[src/rtl/pdly_trig.sv]
module pdly_trig #(
  parameter int CH = 4,
  parameter int CW = 16,
  parameter int AW = 4,
  parameter int DW = 16
) (
  input  logic          clk,
  input  logic          rst_n,
  input  logic          cfg_we,
  input  logic [AW-1:0] cfg_addr,
  input  logic [DW-1:0] cfg_wdata,
  input  logic          ext_trig,
  input  logic          dbg_halt,
  output logic [CH-1:0] pretrig,
  output logic          trig
);
  localparam logic [AW-1:0] A_CTRL = AW'(0);
  localparam logic [AW-1:0] A_STRB = AW'(1);
  localparam logic [AW-1:0] A_MOD  = AW'(2);
  localparam logic [AW-1:0] A_CHEN = AW'(3);
  localparam logic [AW-1:0] A_BYP  = AW'(4);
  localparam int DLY_BASE = 8;

  logic          en_q, cont_q, swsel_q, run_q;
  logic [CW-1:0] mod_q, cnt_q;
  logic [CH-1:0] chen_q, byp_q, pre_q, hit;
  logic [CW-1:0] dly_q [CH];
  logic [2:0]    sync_q;

  wire ext_rise = sync_q[1] & ~sync_q[2];
  wire sw_go    = cfg_we && (cfg_addr == A_STRB) && cfg_wdata[0];
  wire start    = en_q & (swsel_q ? sw_go : ext_rise);
  wire adv      = run_q & ~dbg_halt;
  wire at_mod   = (cnt_q == mod_q);

  always_ff @(posedge clk or negedge rst_n)
    if (!rst_n) sync_q <= '0;
    else        sync_q <= {sync_q[1:0], ext_trig};

  always_ff @(posedge clk or negedge rst_n)
    if (!rst_n) begin
      en_q <= 1'b0; cont_q <= 1'b0; swsel_q <= 1'b0;
      mod_q <= '0; chen_q <= '0; byp_q <= '0;
    end else if (cfg_we) begin
      case (cfg_addr)
        A_CTRL: begin
          en_q    <= cfg_wdata[0];
          cont_q  <= cfg_wdata[1];
          swsel_q <= cfg_wdata[2];
        end
        A_MOD:   mod_q  <= cfg_wdata[CW-1:0];
        A_CHEN:  chen_q <= cfg_wdata[CH-1:0];
        A_BYP:   byp_q  <= cfg_wdata[CH-1:0];
        default: ;
      endcase
    end

  always_ff @(posedge clk or negedge rst_n)
    if (!rst_n) begin
      cnt_q <= '0; run_q <= 1'b0;
    end else if (start) begin
      cnt_q <= '0; run_q <= 1'b1;
    end else if (!en_q) begin
      run_q <= 1'b0;
    end else if (adv) begin
      if (!at_mod)     cnt_q <= cnt_q + 1'b1;
      else if (cont_q) cnt_q <= '0;
      else             run_q <= 1'b0;
    end

  for (genvar i = 0; i < CH; i++) begin : g_ch
    always_ff @(posedge clk or negedge rst_n)
      if (!rst_n) dly_q[i] <= '0;
      else if (cfg_we && cfg_addr == AW'(DLY_BASE + i)) dly_q[i] <= cfg_wdata[CW-1:0];
    assign hit[i] = adv & en_q & chen_q[i] & ~byp_q[i] & (cnt_q == dly_q[i]);
  end

  always_ff @(posedge clk or negedge rst_n)
    if (!rst_n)     pre_q <= '0;
    else if (start) pre_q <= chen_q & byp_q;
    else            pre_q <= hit;

  assign pretrig = pre_q;
  assign trig    = |pre_q;

  p_idle_low_r1: assert property (@(posedge clk) disable iff (!rst_n)
    !en_q |=> (pretrig == '0) && !trig);
  p_restart_r10: assert property (@(posedge clk) disable iff (!rst_n)
    start |=> run_q && (cnt_q == '0));
  p_oneshot_stop_r5: assert property (@(posedge clk) disable iff (!rst_n)
    (adv && en_q && at_mod && !cont_q && !start) |=> !run_q);
  p_wrap_r6: assert property (@(posedge clk) disable iff (!rst_n)
    (adv && en_q && at_mod && cont_q && !start) |=> run_q && (cnt_q == '0));
  p_bypass_r7: assert property (@(posedge clk) disable iff (!rst_n)
    start |=> (pretrig == ($past(chen_q) & $past(byp_q))));
  p_mask_r8: assert property (@(posedge clk) disable iff (!rst_n)
    (|pretrig) |-> ((pretrig & ~$past(chen_q)) == '0));
  p_halt_hold_r9: assert property (@(posedge clk) disable iff (!rst_n)
    (dbg_halt && !start) |=> (cnt_q == $past(cnt_q)) && (pretrig == '0));
endmodule

[config.mk]
export PLATFORM = sky130hd
export DESIGN_NAME = pdly_trig
export DESIGN_NICKNAME = d
export VERILOG_FILES = /design/src/rtl/pdly_trig.sv
export SDC_FILE = /design/constraint.sdc
export NUM_CORES = 1
export LEC_CHECK = 0
export ABC_AREA = 1
export ABC_CLOCK_PERIOD_IN_PS = 4100
export BUFFER_PORTS_ARGS = -buffer_cell sky130_fd_sc_hd__buf_2
export CAP_MARGIN = 10
export CORE_MARGIN = 2
export CORE_UTILIZATION = 40
export CTS_BUF_LIST = sky130_fd_sc_hd__clkbuf_4 sky130_fd_sc_hd__clkbuf_8 sky130_fd_sc_hd__clkbuf_16
export CTS_CLUSTER_DIAMETER = 50
export CTS_CLUSTER_SIZE = 24
export DETAILED_ROUTE_END_ITERATION = 10
export GPL_TIMING_DRIVEN = 0
export PLACE_DENSITY = 0.59
export SLEW_MARGIN = 40
export SYNTH_ARGS = -nofsm -noshare
export SYNTH_HDL_FRONTEND = slang
export SYNTH_SLANG_ARGS = --single-unit
export TNS_END_PERCENT = 50
[constraint.sdc]
create_clock -name clk -period 4.1 [get_ports clk]
set_input_delay 0.205 -clock clk [delete_from_list [all_inputs] [get_ports clk]]
set_output_delay 0.205 -clock clk [all_outputs]
set_load 0.01 [all_outputs]
==> flow_summary.ini, run 1 <==
[status]
status = finished, final reports clean

[synthesis]
yosysMostFrequentCell = nand2_1
ys_top_cells_by_area = dfrtp_1 48%, nand2_1 16%, o21ai_0 8.3%, inv_1 4.0%, nor2_1 3.6%
synth_top_area_cell = dfrtp_1
synth-edff-count = 0
synthFlopType = dfrtp_1
seq_area_frac_synth = 0.485
yosys_register_bits = 115
synth_top_cells_by_count = 256 x nand2_1, 115 x dfrtp_1, 98 x o21ai_0
synthCells = 769
synth.distinct_cells = 30
netlist_area_mm2 = 0.00594
synth.avg_cell_area_um2 = 7.72
yosysWarnings = 0
synth_nets = 795
yosysTopAreaCellShare = 0.485
synth-async-reset-ratio = 1.00

[sta]
max_slew.worst_pin.slew_ns = 0.595
period_needed_ns = 1.97
finalClockSkew_ns = 0.00492
relSlewSlack = 0.603
hold_violations = 0
rsz0062_at_grt = no
fin_setup_tns_ns = 0
finalSetupViolCount = 0
fin_crit_sh = 0.481
hold_slack_ns = 0.106
max_freq_mhz = 507
drv_slew = 0

[min_path]
hp-class = input pin to flop

[detailed_routing]
drt_first_iter_violations = 389
dr.pass1.iters = 5
wl_per_cell_um = 16.4
via_count = 5235
vias_per_cell = 5.15
totalWireLength_mm = 16.7
drc_errors = 0
ant_nets = 0

[die]
start_util = 0.409
fp.dieH_um = 126
dieArea_mm2 = 0.0158
ios = 30
coreArea_mm2 = 0.0145
rows = 44
dieWidth_um = 126

[worst_setup_path]
end_kind = flop
critPathKind = flop to flop
start_kind = flop
cp.arrival_ns = 2.28
cp.required_ns = 4.41
critPathMaxFanout = 8

[clocking]
cts_resized = 0
cts-root-buf = clkbuf_16
clock_sinks = 115
cts_buffers = 17
h-tree-depth = 4
ctsLongestPathBuffers = 2
clkSlewWorstSetupHoldPaths_ns = 0.05
cts_tree = built
clkLatencyLatePin_ns = 0.42

[grt]
groute.usage.overall = 0.223
grt_pass1_vias = 5084
grt_antenna_before_repair = 0
overflow = 0
grt_pass1_wl_mm = 27.2
grt_max_degree = 62

[finish]
area_growth_pct = 16.4
fin_cells = 1017
final_util = 0.475
n_antenna_cell = 0
fin_area_mm2 = 0.00691
drive_gt1_frac = 0.132
final_net_count = 846

[place]
placed_cells = 983
hpwl_mm = 12.5
dpl_cell_area_mm2 = 0.00635
gp_congestion = 0.956
io_buffers = 29

[power_and_ir_drop]
ir_worst_vdd_v = 0.000372
power.density_mw_per_mm2 = 493
p_leak_nw = 3.50

[run]
drv_cap = 0
-- stage by stage --
step	setup WS (ns)	power [mW]
2_1_floorplan	2.56	1.87
3_3_place_gp	1.38	2.05
3_5_place_dp	2.14	2.08
4_1_cts	2.13	3.42
5_1_grt	1.95	3.59
6_report	2.13	3.41
-- sequential cells by signal, summed over array words and instances, names as in the netlist --
name / flops
byp_q: 4
chen_q: 4
cnt_q: 16
cont_q: 1
dly_q: 64
en_q: 1
mod_q: 16
pretrig: 4
run_q: 1
swsel_q: 1
sync_q: 3
-- final cells by class --
class | instances | area [um^2]
plain buffers | 33 | 181
clock buffers | 20 | 454
clock inverters | 12 | 85.1
fillers | 1453 | 7620
inverters | 78 | 293
multi-input cells | 543 | 2590
flip-flops and latches | 115 | 2880
well taps | 184 | 230
repair buffers | 32 | 203
-- path summary, 6_finish.rpt --
check	to	slack (ns)	cells past startpoint	startpoint
setup reg to reg	cnt_q[14]$_DFFE_PN0P_	2.13	8	cnt_q[0]$_DFFE_PN0P_
hold / removal	run_q$_DFFE_PN0P_	0.11	3	dbg_halt
setup / recovery	cnt_q[14]$_DFFE_PN0P_	2.13	8	cnt_q[0]$_DFFE_PN0P_
max in group asynchronous	dly_q[36]$_DFFE_PN0P_	3.14	3	rst_n
hold reg to reg	sync_q[1]$_DFF_PN0_	0.35	0	sync_q[0]$_DFF_PN0_
min in group asynchronous	chen_q[0]$_DFFE_PN0P_	0.32	2	rst_n
-- power by group --
part | switching, mW | internal, mW | leakage, nW | total, mW
Clock | 0.543 | 0.798 | 0.259 | 1.34
Sequential | 0.164 | 1.33 | 1.48 | 1.49
Combinational | 0.341 | 0.229 | 1.76 | 0.570
Total | 1.05 | 2.36 | 3.50 | 3.41
-- cell usage in the layout (no fill, tap or decap), types with 2 or more instances in the layout --
| master | instances |
|---|---|
| nand4_1 | 16 |
| dlygate4sd3_1 | 2 |
| a211oi_1 | 2 |
| nand2_4 | 2 |
| nand2_1 | 256 |
| buf_4 | 7 |
| clkbuf_1 | 16 |
| xor2_1 | 21 |
| nand2_2 | 2 |
| a21oi_1 | 6 |
| o211ai_1 | 3 |
| buf_2 | 35 |
| clkbuf_16 | 17 |
| nor3_1 | 8 |
| o21ai_0 | 98 |
| buf_6 | 3 |
| o22ai_1 | 9 |
| nor2_1 | 57 |
| o2111ai_1 | 5 |
| xnor2_1 | 13 |
| clkbuf_4 | 2 |
| clkinv_2 | 4 |
| or2_2 | 8 |
| clkinv_4 | 3 |
| nand3_1 | 29 |
| clkinvlp_4 | 4 |
| inv_2 | 14 |
| inv_1 | 64 |
| dfrtp_1 | 115 |
| nor2_4 | 2 |
-- routing by layer --
layer | share of wire | GRT usage
met5 | 0 | 0
met4 | 0.031 | 0.0976
met3 | 0.052 | 0.0467
met2 | 0.47 | 0.352
met1 | 0.45 | 0.300
-- cell families after synthesis --
logic type / after synthesis / share of synthesized area
xor gates and xnor gates: 34 / 0.0501
and+or+nand+nor: 384 / 0.271
buffers and inverters: 111 / 0.0799
AOI/OAI and AO/OA: 124 / 0.112
DFF: 115 / 0.485
adders and majority gates: 1 / 0.00211
-- timing repair --
action	in CTS	in global routing
setup buffers	0	0
hold endpoints to repair	55	0
hold buffers	2	0
-- worst max-delay path, stage by stage (launching register included) --
cell     delay (ns)
dfrtp_1        0.56
ha_1           0.25
nand3_1        0.14
nor2_1         0.29
nand4_1        0.22
o21ai_0        0.20
nand2_1        0.07
nand4_1        0.07
nand2_1        0.06
Note: power is estimated with default switching activity, not from simulation.
==> inputs of run 2 (changes only) <==
--- a/config.mk
+++ b/config.mk
@@ -6,7 +6,7 @@
 export NUM_CORES = 1
 export LEC_CHECK = 0
 export ABC_AREA = 1
-export ABC_CLOCK_PERIOD_IN_PS = 4100
+export ABC_CLOCK_PERIOD_IN_PS = 2000
 export BUFFER_PORTS_ARGS = -buffer_cell sky130_fd_sc_hd__buf_2
 export CAP_MARGIN = 10
 export CORE_MARGIN = 2
==> constraint.sdc (replaced) <==
create_clock -name clk -period 2 [get_ports clk]
set_input_delay 0.1 -clock clk [delete_from_list [all_inputs] [get_ports clk]]
set_output_delay 0.1 -clock clk [all_outputs]
set_load 0.01 [all_outputs]
==> run 2 against run 1 <==
  * Fmax rose by 7.4%
  * Via count rose by 0.67%
  * Final cell count barely moved
  * Core utilization rose by 0.13 points
  * Critical endpoint is now cnt_q[12]$_DFFE_PN0P_
  * Die area did not move
  * Wire length barely moved
  * Sequential cell count did not move
  * Global-route usage did not move
  * Sequential share of layout area fell by 0.059 points
  * Non-clock buffer count rose by 1
  * First-iteration DRC count fell by 4.1%
==> flow_summary.ini, run 2 (synthesis results as in run 1) <==
[status]
status = finished, final reports clean

[finish]
fin_area_mm2 = 0.00693
layout_common_cells = 256 x nand2_1, 112 x dfrtp_1, 98 x o21ai_0
n_antenna_cell = 0
area_growth_pct = 16.7
final_net_count = 847
top_register = dly_q
drive_gt1_frac = 0.137
final_util = 0.477
largestRegisters = dly_q: 64 flops, cnt_q: 16 flops, mod_q: 16 flops
largest_register_ffs = 64
multi_input_area_mm2 = 0.00259
nFillCells = 1447
fin_cells = 1018
final_common_cell = nand2_1
seqCellArea_mm2 = 0.00288

[sta]
finalSetupViolCount = 0
fin_crit_sh = 0.917
finalClockSkew_ns = 0.00596
rsz0062_at_grt = no
max_slew.worst_pin.slew_ns = 0.598
hold_slack_ns = 0.0287
hold_violations = 0
period_needed_ns = 1.83
relSlewSlack = 0.601
drv_slew = 0
max_freq_mhz = 545
fin_setup_tns_ns = 0

[detailed_routing]
drt_first_iter_violations = 373
wl_per_cell_um = 16.4
via_count = 5270
wirelength_met1_mm = 7.46
totalWireLength_mm = 16.7
topRoutingLayerUsed = met4
dr.pass1.iters = 5
wl_met2_mm = 7.75
drc_errors = 0
ant_nets = 0
vias_per_cell = 5.18
wl_met3_um = 955

[grt]
grt_pass1_vias = 5084
grt_antenna_before_repair = 0
groute.usage.overall = 0.223
grt_max_degree = 62
overflow = 0
grt_pass1_wl_mm = 27.2

[place]
hpwl_mm = 12.5
placed_cells = 983
io_buffers = 29
dpl_cell_area_mm2 = 0.00635
gp_congestion = 0.956

[clocking]
cts_tree = built
cts_buffers = 17
clkLatencyLatePin_ns = 0.42
cts-root-buf = clkbuf_16
clkSlewWorstSetupHoldPaths_ns = 0.06
ctsLongestPathBuffers = 2
clock_sinks = 115
h-tree-depth = 4

[worst_setup_path]
critPathMaxFanout = 10
end_kind = flop
critPathKind = flop to flop
crit_path_top_delay_cell = dfrtp_1
rr_endpoint = cnt_q[12]$_DFFE_PN0P_
cp.required_ns = 2.30
start_kind = flop
path_cells = buf_4, inv_1, nand2_1, nand2_1, nor2_1, nand2_1, nor2_4, nand3_4, nand2_4, nand2_4, buf_6, nand2_1, nand2_1
cp.arrival_ns = 2.14
crit_buf_inv = 3
reg2reg_depth = 13
cp_top_family = simple AND/OR/NAND/NOR gates
crit-reg2reg-launch = cnt_q[13]$_DFFE_PN0P_
ff2ff_setup_slack_ns = 0.17
cp_common_cell = nand2_1
max_stage_delay_ns = 0.32

[die]
dieWidth_um = 126
dieArea_mm2 = 0.0158
coreArea_mm2 = 0.0145
fp.dieH_um = 126
ios = 30
start_util = 0.409
rows = 44

[power_and_ir_drop]
netSwitchingFraction = 0.307
combPwrFrac = 0.168
sequentialPowerShare = 0.439
p_leak_nw = 3.50
power_frac_clock = 0.393
ir_worst_vdd_v = 0.000765
internal-power_mw = 4.84
p_switching_mw = 2.14
power.density_mw_per_mm2 = 1010

[min_path]
min_path_cells = 3
hp-start = cfg_wdata[6]
hold_path_end = dly_q[54]$_DFFE_PN0P_
hp-class = input pin to flop

[run]
drv_cap = 0
==> run 2: changes by cell type in the layout (fill, tap and decap cells not counted), sizes merged <==
cell / previous run / this run
clkbuf: 36 / 37
dlygate4sd3: 2 / 3
buf: 47 / 46
==> run 2: area by class of cell <==
type | count | area share
buffer | 33 | 0.0265
tap | 184 | 0.0332
timing repair buffer | 33 | 0.0307
clock buffer | 20 | 0.0655
multi-input combinational | 543 | 0.374
clock inverter | 12 | 0.0123
sequential | 115 | 0.416
inverter | 78 | 0.0423
==> run 2: worst max-delay path by stage <==
| stage | start | end | slack (ns) | cells past startpoint |
|---|---|---|---|---|
| 2_1_floorplan | cnt_q[0]$_DFFE_PN0P_ | cnt_q[14]$_DFFE_PN0P_ | 0.46 | 8 |
| 3_3_place_gp | rst_n | dly_q[12]$_DFFE_PN0P_ | -0.61 | 1 |
| 6_report | cnt_q[13]$_DFFE_PN0P_ | cnt_q[12]$_DFFE_PN0P_ | 0.17 | 13 |
| 4_1_cts | cnt_q[0]$_DFFE_PN0P_ | cnt_q[14]$_DFFE_PN0P_ | 0.03 | 8 |
| 3_5_place_dp | cnt_q[0]$_DFFE_PN0P_ | cnt_q[14]$_DFFE_PN0P_ | 0.04 | 8 |
| 5_1_grt | cnt_q[3]$_DFFE_PN0P_ | cnt_q[12]$_DFFE_PN0P_ | 0.005 | 13 |
==> run 2: power by group through the flow <==
stage	registers [mW]	logic [mW]	clock network (mW)
3_5_place_dp	3.09	1.17	0
6_report	3.06	1.17	2.74
4_1_cts	3.05	1.18	2.78
5_1_grt	3.12	1.35	2.89
2_1_floorplan	2.99	0.843	0
3_3_place_gp	3.07	1.13	0
==> run 2: worst reg2reg max path: stages (launching register included) <==
cell     delay (ns)
dfrtp_1        0.32
buf_4          0.19
inv_1          0.12
nand2_1        0.08
nand2_1        0.04
nor2_1         0.15
nand2_1        0.11
nor2_4         0.17
nand3_4        0.11
nand2_4        0.13
nand2_4        0.06
buf_6          0.14
nand2_1        0.06
nand2_1        0.05
==> run 2: through the flow <==
stage,power [mW],worst slack [ns]
6_report,6.98,0.165
5_1_grt,7.36,0.00521
4_1_cts,7.02,0.0346
3_5_place_dp,4.26,0.0413
3_3_place_gp,4.21,-0.614
2_1_floorplan,3.84,0.464
==> run 2: layer usage <==
layer | track usage | up-vias
met2 | 0.352 | 171
met3 | 0.0463 | 39
li1 | - | 2553
met4 | 0.0976 | 0
met5 | 0 | -
met1 | 0.300 | 2507
==> run 2: what timing repair did <==
action | CTS | global route
endpoints found under the setup margin | 0 | 15
setup buffers | 0 | 0
resized for setup | 0 | 5
endpoints found under the hold margin | 56 | 0
hold buffers | 3 | 0
==> inputs of run 3 (changes only) <==
--- a/config.mk
+++ b/config.mk
@@ -9,6 +9,7 @@
 export ABC_CLOCK_PERIOD_IN_PS = 2000
 export BUFFER_PORTS_ARGS = -buffer_cell sky130_fd_sc_hd__buf_2
 export CAP_MARGIN = 10
+export CORE_ASPECT_RATIO = 0.9
 export CORE_MARGIN = 2
 export CORE_UTILIZATION = 40
 export CTS_BUF_LIST = sky130_fd_sc_hd__clkbuf_4 sky130_fd_sc_hd__clkbuf_8 sky130_fd_sc_hd__clkbuf_16
==> run 3 against run 2 <==
  * Die area about the same
  * Critical path depth unchanged
  * Largest cell class unchanged
  * Critical endpoint is now cnt_q[7]$_DFFE_PN0P_
  * Final area increased by 1.7%
  * Combinational power about the same
  * Wire length increased by 1.4%
  * Setup slack got worse by 0.025 ns
==> flow_summary.ini, run 3 (synthesis results as in run 1) <==
[clocking]
cts_setup_buffers = 0
cts_tree = built
cts-root-buf = clkbuf_16
clock_sinks = 115
h-tree-depth = 4
ctsLongestPathBuffers = 2
clkSlewWorstSetupHoldPaths_ns = 0.06
cts_buffers = 17
clkLatencyLatePin_ns = 0.43

[power_and_ir_drop]
p_switching_mw = 2.19
ir_worst_vdd_v = 0.000627
power.density_mw_per_mm2 = 1070
netSwitchingFraction = 0.291
power_frac_clock = 0.438
combPwrFrac = 0.155
internal-power_mw = 5.33
total_power_mw = 7.52
p_leak_nw = 3.56
sequentialPowerShare = 0.407

[die]
dieWidth_um = 132
dieArea_mm2 = 0.0158
rows = 42
ios = 30
start_util = 0.406
coreArea_mm2 = 0.0146
fp.dieH_um = 120

[sta]
max_slew.worst_pin.slew_ns = 0.596
max_freq_mhz = 538
finalSetupViolCount = 0
hold_slack_ns = 0.0273
relSlewSlack = 0.602
hold_violations = 0
drv_slew = 0
fin_crit_sh = 0.930
finalClockSkew_ns = 0.00944
rsz0062_at_grt = no
period_needed_ns = 1.86

[detailed_routing]
drt_first_iter_violations = 383
via_count = 5236
ant_nets = 0
drc_errors = 0
dr.pass1.iters = 5
vias_per_cell = 5.07
wl_per_cell_um = 16.4
totalWireLength_mm = 16.9

[grt]
grt_max_degree = 65
overflow = 0
grt_pass1_wl_mm = 27.0
groute.usage.overall = 0.225
grt_pass1_vias = 4951
grt_antenna_before_repair = 0

[finish]
final_net_count = 847
seqCellArea_mm2 = 0.00288
final_common_cell = nand2_1
multi_input_area_mm2 = 0.00259
fin_area_mm2 = 0.00705
top_register = dly_q
nFillCells = 1525
largestRegisters = dly_q: 64 flops, cnt_q: 16 flops, mod_q: 16 flops
area_growth_pct = 18.7
n_antenna_cell = 0
final_util = 0.482
layout_common_cells = 256 x nand2_1, 112 x dfrtp_1, 98 x o21ai_0
largest_register_ffs = 64
drive_gt1_frac = 0.137

[run]
drv_cap = 0

[worst_setup_path]
critPathMaxFanout = 10
cp.arrival_ns = 2.17
start_kind = flop
cp.required_ns = 2.31
end_kind = flop
reg2reg_depth = 13
critPathKind = flop to flop

[place]
io_buffers = 29
gp_congestion = 0.848
hpwl_mm = 12.3
dpl_cell_area_mm2 = 0.00637

[min_path]
min_path_cells = 3
hp-class = input pin to flop

[status]
status = finished, final reports clean
run 3: cell types whose count changed in the layout (fill, tap and decap cells not counted):
cell        delta
clkinv_4       +2
inv_6          +2
clkinvlp_4     -3
bufinv_16      +4
clkinv_2       -3
clkbuf_4       -3
buf_2          +1
run 3: routing by layer:
layer	up-vias	share of wire	global-route usage
met5	-	0	0
met4	0	0.021	0.0800
met3	25	0.054	0.0591
met2	133	0.46	0.351
met1	2514	0.46	0.304
li1	2564	-	-
run 3: final cells by class:
type	instances	share of cell area
plain buffers	33	0.0257
clock buffers	18	0.0623
clock inverters	14	0.0288
inverters	78	0.0415
multi-input cells	543	0.367
flip-flops and latches	115	0.409
well taps	198	0.0352
repair buffers	33	0.0302
run 3: worst paths after layout:
path,startpoint,endpoint,slack (ns)
min in group asynchronous,rst_n,run_q$_DFFE_PN0P_,0.18
max,cnt_q[4]$_DFFE_PN0P_,cnt_q[7]$_DFFE_PN0P_,0.14
max reg2reg,cnt_q[4]$_DFFE_PN0P_,cnt_q[7]$_DFFE_PN0P_,0.14
max in group asynchronous,rst_n,dly_q[37]$_DFFE_PN0P_,1.13
min reg2reg,sync_q[0]$_DFF_PN0_,sync_q[1]$_DFF_PN0_,0.36
min,cfg_wdata[12],mod_q[12]$_DFFE_PN0P_,0.03
run 3: timing repair:
action                     in CTS  in global routing
setup endpoints to repair       0                 10
gates resized for setup         0                  4
hold endpoints to repair       53                  0
hold buffers                    3                  0
run 3: critical path, cell delays in order (launching register included):
cell and delay (ns):
dfrtp_1 0.32, buf_2 0.23, inv_2 0.14, nand2_1 0.08, nand2_1 0.05, nor2_1 0.13
nand2_1 0.12, nor2_4 0.14, nand3_4 0.10, nand2_4 0.12, nand2_4 0.06, buf_6 0.14
nand2_1 0.06, nand2_1 0.05
run 3: per-stage QoR:
stage / cells / setup TNS, ns / worst slack [ns]
floorplan: 769 / 0 / 0.464
global placement: 996 / -75.87 / -0.672
finish: 1032 / 0 / 0.140
detailed placement: 997 / 0 / 0.0216
CTS: 1032 / 0 / 0.00743
global route: 1032 / 0 / 0.00462
run 3: power groups by stage:
stage	logic (mW)	clock network [mW]	registers, mW
finish	1.17	3.29	3.06
global route	1.33	3.47	3.11
CTS	1.18	3.34	3.05
detailed placement	1.16	0	3.09
global placement	1.13	0	3.08
floorplan	0.843	0	2.99
